### src/rtl/irq_seq_pkg.sv
package irq_seq_pkg;

    typedef enum logic [3:0] {
        ST_IDLE,
        ST_E_DUM0,
        ST_E_DUM1,
        ST_E_PCH,
        ST_E_PCL,
        ST_E_PSR,
        ST_E_VLO,
        ST_E_VHI,
        ST_R_DUM0,
        ST_R_DUM1,
        ST_R_PSR,
        ST_R_PCL,
        ST_R_PCH
    } seq_state_t;

    typedef enum logic [1:0] {
        K_NONE = 2'd0,
        K_SETM = 2'd1,
        K_CLRM = 2'd2,
        K_RETI = 2'd3
    } step_kind_t;

    typedef enum logic [2:0] {
        A_PC,
        A_SP,
        A_SP1,
        A_VLO,
        A_VHI
    } addr_sel_t;

    typedef enum logic [1:0] {
        W_PCH,
        W_PCL,
        W_PSR
    } wdat_sel_t;

    typedef struct packed {
        logic      rd;
        logic      wr;
        addr_sel_t asel;
        wdat_sel_t wsel;
        logic      sp_dec;
        logic      sp_inc;
        logic      m_set;
        logic      m_clr;
        logic      m_load;
        logic      lo_cap;
        logic      pc_done;
        logic      psr_done;
    } seq_ctl_t;

endpackage

### src/rtl/irq_stack_ptr.sv
module irq_stack_ptr #(
    parameter int          DW      = 8,
    parameter logic [7:0]  SP_INIT = 8'hFF
) (
    input  logic          clk,
    input  logic          rst_n,
    input  logic          dec,
    input  logic          inc,
    output logic [DW-1:0] sp,
    output logic [DW-1:0] sp_next_up
);

    localparam logic [DW-1:0] ONE = DW'(1);

    assign sp_next_up = sp + ONE;

    always_ff @(posedge clk or negedge rst_n) begin
        if (!rst_n) begin
            sp <= DW'(SP_INIT);
        end else if (dec) begin
            sp <= sp - ONE;
        end else if (inc) begin
            sp <= sp_next_up;
        end
    end

    AST_SP_NO_CONFLICT: assert property (@(posedge clk) disable iff (!rst_n)
        !(dec && inc));

endmodule

### src/rtl/irq_mask_flag.sv
module irq_mask_flag (
    input  logic clk,
    input  logic rst_n,
    input  logic set,
    input  logic clr,
    input  logic load,
    input  logic load_val,
    output logic mask
);

    always_ff @(posedge clk or negedge rst_n) begin
        if (!rst_n) begin
            mask <= 1'b1;
        end else if (load) begin
            mask <= load_val;
        end else if (set) begin
            mask <= 1'b1;
        end else if (clr) begin
            mask <= 1'b0;
        end
    end

    AST_MASK_ONE_SOURCE: assert property (@(posedge clk) disable iff (!rst_n)
        $countones({set, clr, load}) <= 1);

endmodule

### src/rtl/irq_seq_fsm.sv
module irq_seq_fsm
    import irq_seq_pkg::*;
(
    input  logic       clk,
    input  logic       rst_n,
    input  logic       step,
    input  logic [1:0] kind,
    input  logic       irq_n,
    input  logic       mask,
    output seq_state_t state,
    output logic       accept,
    output seq_ctl_t   ctl
);

    seq_state_t nxt;
    step_kind_t k;
    logic       take;

    assign k      = step_kind_t'(kind);
    assign accept = step && (state == ST_IDLE);
    assign take   = accept && !irq_n && !mask;

    always_ff @(posedge clk or negedge rst_n) begin
        if (!rst_n) begin
            state <= ST_IDLE;
        end else begin
            state <= nxt;
        end
    end

    always_comb begin
        nxt = state;
        unique case (state)
            ST_IDLE: begin
                if (take) begin
                    nxt = ST_E_DUM0;
                end else if (accept && k == K_RETI) begin
                    nxt = ST_R_DUM0;
                end
            end
            ST_E_DUM0: nxt = ST_E_DUM1;
            ST_E_DUM1: nxt = ST_E_PCH;
            ST_E_PCH:  nxt = ST_E_PCL;
            ST_E_PCL:  nxt = ST_E_PSR;
            ST_E_PSR:  nxt = ST_E_VLO;
            ST_E_VLO:  nxt = ST_E_VHI;
            ST_E_VHI:  nxt = ST_IDLE;
            ST_R_DUM0: nxt = ST_R_DUM1;
            ST_R_DUM1: nxt = ST_R_PSR;
            ST_R_PSR:  nxt = ST_R_PCL;
            ST_R_PCL:  nxt = ST_R_PCH;
            ST_R_PCH:  nxt = ST_IDLE;
            default:   nxt = ST_IDLE;
        endcase
    end

    always_comb begin
        ctl      = '0;
        ctl.asel = A_PC;
        ctl.wsel = W_PCH;
        unique case (state)
            ST_IDLE: begin
                ctl.m_set = accept && !take && (k == K_SETM);
                ctl.m_clr = accept && !take && (k == K_CLRM);
            end
            ST_E_DUM0, ST_E_DUM1, ST_R_DUM0: begin
                ctl.rd   = 1'b1;
                ctl.asel = A_PC;
            end
            ST_E_PCH: begin
                ctl.wr     = 1'b1;
                ctl.asel   = A_SP;
                ctl.wsel   = W_PCH;
                ctl.sp_dec = 1'b1;
            end
            ST_E_PCL: begin
                ctl.wr     = 1'b1;
                ctl.asel   = A_SP;
                ctl.wsel   = W_PCL;
                ctl.sp_dec = 1'b1;
            end
            ST_E_PSR: begin
                ctl.wr     = 1'b1;
                ctl.asel   = A_SP;
                ctl.wsel   = W_PSR;
                ctl.sp_dec = 1'b1;
                ctl.m_set  = 1'b1;
            end
            ST_E_VLO: begin
                ctl.rd     = 1'b1;
                ctl.asel   = A_VLO;
                ctl.lo_cap = 1'b1;
            end
            ST_E_VHI: begin
                ctl.rd      = 1'b1;
                ctl.asel    = A_VHI;
                ctl.pc_done = 1'b1;
            end
            ST_R_DUM1: begin
                ctl.rd   = 1'b1;
                ctl.asel = A_SP;
            end
            ST_R_PSR: begin
                ctl.rd     = 1'b1;
                ctl.asel   = A_SP1;
                ctl.sp_inc = 1'b1;
                ctl.m_load = 1'b1;
            end
            ST_R_PCL: begin
                ctl.rd     = 1'b1;
                ctl.asel   = A_SP1;
                ctl.sp_inc = 1'b1;
                ctl.lo_cap = 1'b1;
            end
            ST_R_PCH: begin
                ctl.rd       = 1'b1;
                ctl.asel     = A_SP1;
                ctl.sp_inc   = 1'b1;
                ctl.pc_done  = 1'b1;
                ctl.psr_done = 1'b1;
            end
            default: ctl = '0;
        endcase
    end

    AST_MASKED_NO_ENTRY: assert property (@(posedge clk) disable iff (!rst_n)
        (accept && mask) |=> (state != ST_E_DUM0));
    AST_REQ_ENTERS: assert property (@(posedge clk) disable iff (!rst_n)
        (accept && !irq_n && !mask) |=> (state == ST_E_DUM0));

endmodule

### src/rtl/irq_entry_seq.sv
module irq_entry_seq
    import irq_seq_pkg::*;
#(
    parameter int          DW       = 8,
    parameter int          MASK_BIT = 2,
    parameter logic [7:0]  SP_INIT  = 8'hFF,
    parameter logic [15:0] VEC_ADDR = 16'hFFFE
) (
    input  logic        clk,
    input  logic        rst_n,
    input  logic        irq_n,
    input  logic        step,
    input  logic [1:0]  kind,
    input  logic [15:0] pc_in,
    input  logic [7:0]  psr_in,
    input  logic [7:0]  bus_rdata,
    output logic [15:0] bus_addr,
    output logic [7:0]  bus_wdata,
    output logic        bus_rd,
    output logic        bus_wr,
    output logic        busy,
    output logic [15:0] pc_out,
    output logic        pc_load,
    output logic [7:0]  psr_out,
    output logic        psr_load,
    output logic        mask,
    output logic [7:0]  sp
);

    localparam int             AW       = 2 * DW;
    localparam logic [DW-1:0]  STK_PAGE = DW'(1);
    localparam logic [AW-1:0]  VEC_HI   = VEC_ADDR + AW'(1);

    seq_state_t      state;
    seq_ctl_t        ctl;
    logic            accept;
    logic [DW-1:0]   sp_up;
    logic [AW-1:0]   ret_pc;
    logic [DW-1:0]   ret_psr;
    logic [DW-1:0]   psr_push;
    logic [DW-1:0]   lo_q;
    logic [DW-1:0]   pulled_psr;

    irq_seq_fsm u_fsm (
        .clk    (clk),
        .rst_n  (rst_n),
        .step   (step),
        .kind   (kind),
        .irq_n  (irq_n),
        .mask   (mask),
        .state  (state),
        .accept (accept),
        .ctl    (ctl)
    );

    irq_stack_ptr #(.DW(DW), .SP_INIT(SP_INIT)) u_sp (
        .clk        (clk),
        .rst_n      (rst_n),
        .dec        (ctl.sp_dec),
        .inc        (ctl.sp_inc),
        .sp         (sp),
        .sp_next_up (sp_up)
    );

    irq_mask_flag u_mask (
        .clk      (clk),
        .rst_n    (rst_n),
        .set      (ctl.m_set),
        .clr      (ctl.m_clr),
        .load     (ctl.m_load),
        .load_val (bus_rdata[MASK_BIT]),
        .mask     (mask)
    );

    always_ff @(posedge clk or negedge rst_n) begin
        if (!rst_n) begin
            ret_pc  <= '0;
            ret_psr <= '0;
        end else if (accept) begin
            ret_pc  <= pc_in;
            ret_psr <= psr_in;
        end
    end

    always_comb begin
        psr_push           = ret_psr;
        psr_push[MASK_BIT] = mask;
    end

    always_comb begin
        unique case (ctl.asel)
            A_PC:    bus_addr = ret_pc;
            A_SP:    bus_addr = {STK_PAGE, sp};
            A_SP1:   bus_addr = {STK_PAGE, sp_up};
            A_VLO:   bus_addr = VEC_ADDR;
            A_VHI:   bus_addr = VEC_HI;
            default: bus_addr = ret_pc;
        endcase
    end

    always_comb begin
        unique case (ctl.wsel)
            W_PCH:   bus_wdata = ret_pc[AW-1:DW];
            W_PCL:   bus_wdata = ret_pc[DW-1:0];
            W_PSR:   bus_wdata = psr_push;
            default: bus_wdata = '0;
        endcase
    end

    assign bus_rd = ctl.rd;
    assign bus_wr = ctl.wr;
    assign busy   = (state != ST_IDLE);

    always_ff @(posedge clk or negedge rst_n) begin
        if (!rst_n) begin
            lo_q       <= '0;
            pulled_psr <= '0;
            pc_out     <= '0;
            psr_out    <= '0;
            pc_load    <= 1'b0;
            psr_load   <= 1'b0;
        end else begin
            pc_load  <= ctl.pc_done;
            psr_load <= ctl.psr_done;
            if (ctl.lo_cap) begin
                lo_q <= bus_rdata;
            end
            if (ctl.m_load) begin
                pulled_psr <= bus_rdata;
            end
            if (ctl.pc_done) begin
                pc_out <= {bus_rdata, lo_q};
            end
            if (ctl.psr_done) begin
                psr_out <= pulled_psr;
            end
        end
    end

    AST_ONE_ACCESS: assert property (@(posedge clk) disable iff (!rst_n)
        !(bus_rd && bus_wr));
    AST_BUSY_MEANS_ACCESS: assert property (@(posedge clk) disable iff (!rst_n)
        busy == (bus_rd || bus_wr));
    AST_PUSH_PAGE: assert property (@(posedge clk) disable iff (!rst_n)
        bus_wr |-> (bus_addr[AW-1:DW] == STK_PAGE));
    AST_PUSH_DEC: assert property (@(posedge clk) disable iff (!rst_n)
        bus_wr |=> (sp == $past(sp) - DW'(1)));
    AST_ENTRY_MASKED: assert property (@(posedge clk) disable iff (!rst_n)
        (pc_load && !psr_load) |-> mask);
    AST_LOAD_PAIR: assert property (@(posedge clk) disable iff (!rst_n)
        psr_load |-> pc_load);
    AST_BUSY_STEP_IGNORED: assert property (@(posedge clk) disable iff (!rst_n)
        (busy && step) |=> $stable(ret_pc));
    AST_CLEAR_WORKS: assert property (@(posedge clk) disable iff (!rst_n)
        (step && !busy && irq_n && kind == 2'd2) |=> !mask);

endmodule

### config.mk
export PLATFORM = sky130hd
export DESIGN_NAME = irq_entry_seq
export DESIGN_NICKNAME = d
export VERILOG_FILES = /design/src/rtl/irq_seq_pkg.sv /design/src/rtl/irq_stack_ptr.sv /design/src/rtl/irq_mask_flag.sv /design/src/rtl/irq_seq_fsm.sv /design/src/rtl/irq_entry_seq.sv
export SDC_FILE = /design/constraint.sdc
export NUM_CORES = 1
export LEC_CHECK = 0
export BUFFER_PORTS_ARGS = -buffer_cell sky130_fd_sc_hd__buf_2
export CAP_MARGIN = 10
export CELL_PAD_IN_SITES_DETAIL_PLACEMENT = 0
export CELL_PAD_IN_SITES_GLOBAL_PLACEMENT = 1
export CORE_MARGIN = 10
export CORE_UTILIZATION = 45
export CTS_CLUSTER_DIAMETER = 200
export CTS_CLUSTER_SIZE = 25
export DETAILED_ROUTE_END_ITERATION = 12
export PLACE_DENSITY = 0.95
export SLEW_MARGIN = 10
export SYNTH_ARGS = -nofsm -noshare
export SYNTH_HDL_FRONTEND = slang
export SYNTH_SLANG_ARGS = --single-unit
export TNS_END_PERCENT = 5
### constraint.sdc
create_clock -name clk -period 3.6 [get_ports clk]
set_clock_uncertainty 0.15 [all_clocks]
set_input_delay 0.18 -clock clk [delete_from_list [all_inputs] [get_ports clk]]
set_output_delay 0.18 -clock clk [all_outputs]
set_load 0.01 [all_outputs]
* Yosys cells after proc, flatten, opt, wreduce, memory -nomap -nowiden *
Index checks and enable logic that the tools add are counted.

cells by class
  $add $sub $neg = 2
  equality and inequality tests = 22
  mux-type cells = 21
  reductions and logical operators = 21

operator list
  operator                                                            number
  16-bit one-hot mux with 4 select lines                              1
  4-bit one-hot mux with 11 select lines                              1
  8-bit one-hot mux with 3 select lines                               1
  4-bit == test, second input constant                                5
  4-bit by 3-bit == test with 1-bit output, second input constant     4
  8-bit 2-to-1 mux                                                    2
  3-bit one-hot mux with 4 select lines                               1
  1-bit 2-to-1 mux                                                    11
  3-bit one-hot mux with 3 select lines                               1
  9-bit OR reduction                                                  1
  8-bit by 1-bit adder with 8-bit output, second input constant       1
  4-bit by 2-bit == test with 1-bit output, second input constant     2
  4-bit 2-to-1 mux                                                    2
  8-bit by 1-bit subtractor with 8-bit output, second input constant  1
  1-bit logical AND                                                   7
  2-bit == test, second input constant                                3
  3-bit by 2-bit == test with 1-bit output, second input constant     2
  3-bit OR reduction                                                  2
  2-bit by 1-bit == test with 1-bit output, second input constant     2
  4-bit by 1-bit == test with 1-bit output, second input constant     1
  4-bit logical NOT                                                   1
  4-bit nonzero test                                                  1
  2-bit OR reduction                                                  2
  4-bit OR reduction                                                  1
  other kinds (8)                                                     10

word-level totals
  bits in registers = 79
  output and inout port bits = 62
  logic and storage cells = 77

* Depth between registers and ports, before layout *
Gate-level depths: netlist of run 1.

  depth after elaboration = 11
  depth in mapped cells = 7
  depth with buffers taken out = 6

* Cells and area by module *
From an unflattened synthesis of run 1, not the netlist that was laid out.

second synthesis, totals
  cells, all modules = 350
  area total of the unflattened synthesis = 3990.1 µm²

by module, submodules not included
  module         instances  cells an instance  area an instance (µm²)  seq. area each (µm²)
  irq_entry_seq  1          232                2980.4                  1626.6
  irq_stack_ptr  1          57                 554.3                   210.2
  irq_seq_fsm    1          56                 407.9                   100.1
  irq_mask_flag  1          5                  47.5                    26.3

* Worst setup path after synthesis of run 1 *
No wires, ideal clock.

  kind = flip-flop to output port
  from = reg u_sp.sp[5]
  to = out bus_addr[7]
  data arrival time = 1689 ps
  setup slack = 1581 ps
  cell stages (with the launch flop) = 6
  path through = dfstp_2 > clkbuf_1 > nand2_1 > or3_1 > xor2_1 > o221ai_1

between the ends
  longest elaborated chain between the ends = 2

ends and longest elaborated chain
  item                                    line                 source
  start, declared                         irq_stack_ptr.sv:9   output logic [DW-1:0] sp,
  start signal, assigned                  irq_stack_ptr.sv:19  sp <= DW'(SP_INIT);
  start signal, assigned                  irq_stack_ptr.sv:21  sp <= sp - ONE;
  start signal, assigned                  irq_stack_ptr.sv:23  sp <= sp_next_up;
  8-bit by 1-bit adder with 8-bit output  irq_stack_ptr.sv:15  assign sp_next_up = sp + ONE;
  16-bit one-hot mux with 4 select lines  irq_entry_seq.sv:91  unique case (ctl.asel)
  end, declared                           irq_entry_seq.sv:17  output logic [15:0] bus_addr,

No other way between the ends.

* Final worst setup path of run 1 *
  from = reg u_fsm.state[2]
  to = reg u_mask.mask

between the ends
  longest elaborated chain between the ends = 10

ends and longest elaborated chain
  item                                   line                                  source
  start, declared                        irq_seq_fsm.sv:10                     output seq_state_t state,
  start signal, assigned                 irq_seq_fsm.sv:27                     state <= nxt;
  4-bit logical NOT                      irq_seq_fsm.sv:20, irq_seq_fsm.sv:61
  1-bit logical AND                      irq_seq_fsm.sv:20                     assign accept = step && (state == ST_IDLE);
  1-bit logical AND (2 in a row)         irq_seq_fsm.sv:21                     assign take = accept && !irq_n && !mask;
  1-bit logical NOT                      irq_seq_fsm.sv:63, irq_seq_fsm.sv:64
  1-bit logical AND                      irq_seq_fsm.sv:63, irq_seq_fsm.sv:64
  1-bit logical AND                      irq_seq_fsm.sv:63                     ctl.m_set = accept && !take && (k == K_SETM);
  1-bit one-hot mux with 2 select lines  irq_seq_fsm.sv:61                     unique case (state)
  1-bit 2-to-1 mux                       irq_mask_flag.sv:16                   end else if (set) begin
  1-bit 2-to-1 mux                       irq_mask_flag.sv:14                   end else if (load) begin
  end signal, assigned                   irq_mask_flag.sv:15                   mask <= load_val;
  end, declared                          irq_mask_flag.sv:8                    output logic mask

Several ways; a longest one is shown, not always the timed one.
A chain may end at the register's enable or synchronous reset.

==> results of run 1 <==
-- placed cells by master (no fill, tap or decap), drive strengths merged, types with 3 or more instances in the layout --
| master | n |
|---|---|
| buf | 103 |
| dfrtp | 69 |
| mux2 | 56 |
| nand2 | 38 |
| dlygate4sd3 | 36 |
| o21ai | 16 |
| a21oi | 11 |
| inv | 11 |
| nor2 | 10 |
| and3 | 10 |
| clkbuf | 9 |
| dfstp | 9 |
| a221o | 8 |
| a21o | 7 |
| nor3 | 6 |
| nand3 | 6 |
| xnor2 | 6 |
| o221ai | 6 |
| clkinv | 4 |
| nor2b | 3 |
| and2 | 3 |
| o31ai | 3 |
| nand2b | 3 |
| mux2i | 3 |
| o211ai | 3 |
| a32oi | 3 |
| xor2 | 3 |
| nor3b | 3 |
-- worst reg2reg max path, delay by kind of cell (launching register included) --
kind | cells | cell delay [ps]
compound gates | 2 | 400
buf+inv | 1 | 580
flops | 1 | 950
simple gates | 2 | 1040
-- synthesized netlist by cell type, drive strengths merged (3+ instances only) --
cell    count  share of area [%]
nor2       10               0.94
o31ai       3               0.56
buf        18                2.9
xor2        3               0.66
nor3b       3               0.69
and2        3               0.47
mux2       56                 16
a32oi       3               0.66
nand2b      3               0.47
a21o        7                1.3
dfstp       9                5.9
nand3       6               0.75
o211ai      3               0.56
xnor2       6                1.3
and3       10                1.6
nor3        6               0.75
mux2i       3               0.75
nand2      38                3.6
o221ai      6                1.5
clkbuf      8               0.75
dfrtp      69                 43
inv         9               0.84
a221o       8                2.0
nor2b       3               0.47
o21ai      16                2.1
a21oi      11                1.5
-- logic make-up after synthesis --
kind of cell | after synthesis | synth area share [%]
fa+ha+maj | 2 | 0.626
simple gates | 94 | 12.2
mux | 59 | 16.5
flops | 78 | 49.1
buf+inv | 35 | 4.51
compound gates | 79 | 15.1
xor+xnor | 9 | 1.97
-- routing by layer --
metal	up-vias	share of wire, %	global-route usage [%]
li1	1551	-	-
met1	1633	42	19.9
met2	99	51	26.2
met3	19	4.8	3.04
met4	0	2.3	7.94
met5	-	0	0
-- area by class of cell --
type | instances | area, um2
clock inverter | 7 | 71.3
fill | 766 | 3600
antenna | 1 | 2.50
clock buffer | 9 | 124
multi-input combinational | 243 | 1860
tap | 108 | 135
timing repair buffer | 139 | 891
sequential | 78 | 1960
inverter | 9 | 33.8
-- where the power goes --
group / internal (uW) / switching (uW) / total (uW)
clock network: 323 / 332 / 655
logic: 1190 / 1260 / 2450
registers: 1360 / 442 / 1800
total: 2880 / 2030 / 4910
-- flip-flops by register name, indices dropped and copies added (netlist names) --
register,cells
psr_load,1
pulled_psr,8
psr_out,8
pc_load,1
u_sp.sp,8
pc_out,16
ret_pc,16
u_fsm.state,4
ret_psr,7
u_mask.mask,1
lo_q,8
-- what timing repair did --
action / in CTS / in global routing
resized for setup: 0 / 0
hold buffers: 36 / 0
buffers inserted: 0 / 0
endpoints found under the hold margin: 119 / 0
-- metrics by stage --
stage          worst slack [ps]  power [uW]
6_report                    425        4910
5_1_grt                     216        5280
4_1_cts                     508        4950
3_5_place_dp                900        4240
3_3_place_gp                934        4150
2_1_floorplan              1580        3390
-- worst paths after layout --
check	cells after the start	startpoint	to
setup / recovery	5	u_fsm.state[2]	u_mask.mask
hold / removal	2	pulled_psr[4]	psr_out[4]
setup reg to reg	5	u_fsm.state[2]	u_mask.mask
hold reg to reg	2	pulled_psr[4]	psr_out[4]
max in group asynchronous	2	rst_n	u_fsm.state[2]
min in group asynchronous	2	rst_n	pc_out[14]
==> results by group, run 1 <==
Setup path
  – Crit path largest cell delay: 950 ps
  – Critical path arrival: 3310 ps
  – Startpoint types: flop
  – Worst Path Buf+Inv: 1
  – Slowest cell on the critical path: dfrtp_1
  – Crit end category: flop
  – Critical Path, Cell by Cell: nor2_1, nand2_1, o21ai_0, a32oi_1, dlygate4sd3_1
  – R2R Setup Slk: 430 ps
  – Critical path class: flop to flop
  – Crit path max fanout: 33
  – Required @ worst endpoint: 3740 ps
  – Top delay family on crit path: simple AND/OR/NAND/NOR gates

Global routing
  – Initial antenna violation count: 0
  – Largest net degree at the start of global routing: 79
  – Global-route wire length before repair: 17.0 mm
  – Congestion Overflow GR: 0
  – Tot GR Track Use: 16.1%
  – Vias in the first global route: 3,333

Timing
  – Final setup violating endpoints: 0
  – Achievable frequency: 315 MHz
  – Slew @ Worst Pin: 1010 ps
  – Final Hold Viols: 0
  – Setup TNS: 0 ps
  – Final Cycle Share: 88.2%
  – Minimum clock period: 3170 ps
  – Final hold slack: 321 ps
  – Slew Limit Fails: 0
  – Slew HR: 32.6%
  – RSZ-0062 raised after global routing: false

Logic synthesis
  – FFs w/ async S/R, synth: 100%
  – Ys flop type: dfrtp_1
  – Post-Syn Instances: 356
  – Mapped Area: 4000 um2
  – Post-synthesis average cell area: 11.2 um2
  – Number of synthesized flops with an enable pin: 0
  – Syn nets: 396
  – Synthesis Warnings: 0
  – Sequential fraction of the synthesis area: 49.1%
  – Post-synth cell types: 59
  – Yosys reg bits: 78

Placement
  – Cells after DPL: 541
  – Hpwl dp: 7.40 mm
  – Dpl cell area: 4520 um2
  – Port Buf Inserts: 98
  – Placer Congestion: 0.831

Clock tree
  – Clk buf depth: 2
  – CTS root buf: clkbuf_8
  – Clk sinks: 78
  – H-tree Lvls: 3
  – Number of buffers created by CTS: 9
  – Clock transition at path regs: 80 ps
  – Clock latency on the worst-skew pair: 350 ps
  – CTS tree: built

Floorplanning
  – Chip width: 114 um
  – Die height: 114 um
  – # rows: 34
  – Die area: 13,100 um2
  – Core box area: 8680 um2
  – Initial Utilization: 46.1%
  – Num ports: 100

Layout
  – Nets@finish: 520
  – Design Area, Final: 5080 um2
  – Finished Layout Cells: 594
  – Layout Utilization: 58.5%
  – Layout cell share with drive strength beyond 1: 40.6%
  – Synthesis-to-layout area growth: 26.9%

Power and ir drop
  – Maximum VDD drop: 0.486 mV
  – Leakage: 0.00237 uW
  – Pwr/cell area: 967 nW/um2

Routing
  – Routed vias/inst: 5.56
  – DR DRC count: 0
  – Antenna-violating nets left: 0
  – Wirelength per Cell: 17.7 um
  – Via count: 3,302
  – Final WL: 10.5 mm
  – DRT iter0 DRCs: 291
  – Pre-antenna DRT Iters: 4

Flow run
  – Max cap viols: 0

Worst hold path
  – Hold WC Path Type: flop to flop

Run status
  – Status: finished, final reports clean
(Power assumes the default switching activity.)
==> run 2: changes to the inputs <==
- clock period: 3.6 -> 4.1 ns (I/O delays scaled with it)
==> run 2 against run 1 <==
Against the previous run:
- wire length is 0.97% higher
- cell count is 0.51% lower
- combinational power is 13% lower
- via count is 0.48% lower
- first-iteration DRC count is 28% lower
- largest power group unchanged
- worst hold slack worse by 14 ps
- critical path type unchanged
- global-route usage is 0.22 points higher
==> results by group, run 2 (synthesis gave the netlist of run 1 again) <==
Setup path
  – Required @ worst endpoint: 4230 ps (+490 ps)
  – Startpoint types: flop
  – R2R Setup Slk: 780 ps (+360 ps)
  – Critical path arrival: 3440 ps (+130 ps)
  – Crit end category: flop
  – Crit path max fanout: 31 (-6.1%)
  – Critical path class: flop to flop

Global routing
  – Initial antenna violation count: 0 (unchanged)
  – M3 GR Usage: 4.09% (+1.0 points)
  – Tot GR Track Use: 16.3% (+0.22 points)
  – Largest net degree at the start of global routing: 79 (unchanged)
  – Vias in the first global route: 3,397 (+1.9%)
  – GRT Max-Usage Layer: met2
  – Met2 GRT Util: 27.5% (+1.3 points)
  – M1 GR Usage: 19.5% (-0.35 points)
  – Congestion Overflow GR: 0 (unchanged)
  – Global-route wire length before repair: 17.4 mm (+2.0%)

Clock tree
  – Clock latency on the worst-skew pair: 360 ps (about the same)
  – CTS tree: built
  – Number of buffers created by CTS: 9 (unchanged)
  – Clk sinks: 78 (unchanged)
  – H-tree Lvls: 3 (unchanged)
  – CTS root buf: clkbuf_8
  – Clock transition at path regs: 90 ps (about the same)
  – Clk buf depth: 2 (unchanged)

Routing
  – Via count: 3,286 (-0.48%)
  – Wirelength per Cell: 18.0 um (+1.5%)
  – Pre-antenna DRT Iters: 4 (unchanged)
  – DRT iter0 DRCs: 210 (-28%)
  – Final WL: 10.6 mm (+0.97%)
  – Routed vias/inst: 5.56 (about the same)
  – Antenna-violating nets left: 0 (unchanged)
  – DR DRC count: 0 (unchanged)

Placement
  – Dpl cell area: 4500 um2 (-0.50%)
  – Port Buf Inserts: 98 (unchanged)
  – Placer Congestion: 0.831 (about the same)
  – Hpwl dp: 7.38 mm (-0.27%)
  – Cells after DPL: 538 (-0.55%)

Floorplanning
  – Initial Utilization: 46.1% (unchanged)
  – Num ports: 100 (unchanged)
  – # rows: 34 (unchanged)
  – Core box area: 8680 um2 (unchanged)
  – Die height: 114 um (unchanged)
  – Die area: 13,100 um2 (unchanged)
  – Chip width: 114 um (unchanged)

Power and ir drop
  – Maximum VDD drop: 0.460 mV (-5.3%)
  – Tot Pwr: 4340 uW (-12%)
  – Pwr/cell area: 856 nW/um2 (-11%)
  – Leakage: 0.00235 uW (-0.64%)

Layout
  – Nets@finish: 517 (-0.58%)
  – Layout Utilization: 58.4% (-0.12 points)
  – Synthesis-to-layout area growth: 26.7%
  – Finished Layout Cells: 591 (-0.51%)
  – Fill cells: 730 (-4.7%)
  – Design Area, Final: 5070 um2 (-0.20%)
  – Commonest non-fill, non-tap cells in the layout: buf_2 (97), dfrtp_1 (69), mux2_2 (56)
  – Largest regs: pc_out (16), ret_pc (16)
  – Most common cell after layout, fill and taps aside: buf_2
  – Layout cell share with drive strength beyond 1: 40.2% (-0.37 points)

Run status
  – Status: finished, final reports clean

Timing
  – Final Hold Viols: 0 (unchanged)
  – Final Cycle Share: 80.9% (-7.3 points)
  – Setup TNS: 0 ps (unchanged)
  – Minimum clock period: 3320 ps (+143 ps)
  – Slew HR: 31.5% (-1.2 points)
  – Slew Limit Fails: 0 (unchanged)
  – Final setup violating endpoints: 0 (unchanged)
  – Achievable frequency: 301 MHz (-4.3%)
  – Slew @ Worst Pin: 1020 ps (+11.9 ps)
  – RSZ-0062 raised after global routing: false

Flow run
  – Max cap viols: 0 (unchanged)

Worst hold path
  – Hold WC Path Type: flop to flop
==> run 2: worst paths after layout <==
| kind | end | from | cells past startpoint |
|---|---|---|---|
| setup / recovery | u_mask.mask | u_fsm.state[1] | 5 |
| hold / removal | psr_out[0] | pulled_psr[0] | 2 |
| setup reg to reg | u_mask.mask | u_fsm.state[1] | 5 |
| hold reg to reg | psr_out[0] | pulled_psr[0] | 2 |
| max in group asynchronous | psr_out[7] | rst_n | 2 |
| min in group asynchronous | lo_q[6] | rst_n | 2 |
==> run 2: critical path, stage by stage, from the launching register on <==
cell and delay (ps):
dfrtp_1 720, nor3b_1 520, nand2_1 680, o21ai_0 420, a32oi_1 150, dlygate4sd3_1 600
==> run 2: stage by stage <==
step                      hold slack [ps]  setup WS, ps
after detailed placement              274          1170
after global routing                  321           483
final                                 307           782
after CTS                             311           790
after global placement                260          1250
after floorplan                      -241          2060
==> run 2: cell type report <==
class	instances	area [um2]	share of cell area, %
sequential	78	1960	38.8
multi-input combinational	243	1860	36.6
timing repair buffer	136	868	17.1
tap	108	135	2.67
clock buffer	9	124	2.45
clock inverter	7	83.8	1.65
inverter	9	33.8	0.667
antenna	1	2.50	0.0494
==> run 2: what timing repair did <==
item,CTS,global route
setup endpoints to repair,0,0
buffers inserted,0,0
resized for setup,0,0
hold endpoints to repair,118,0
hold buffers,36,0
==> run 2: power by group <==
| group | total, uW | switching, uW | internal [uW] |
|---|---|---|---|
| clock | 611 | 317 | 294 |
| combinational | 2130 | 1090 | 1040 |
| sequential | 1600 | 407 | 1190 |
==> run 2: metal layers <==
layer	vias to the layer above	wire length (um)
met5	-	0
met4	0	207
met3	17	607
met2	104	5510
met1	1616	4310
li1	1549	-
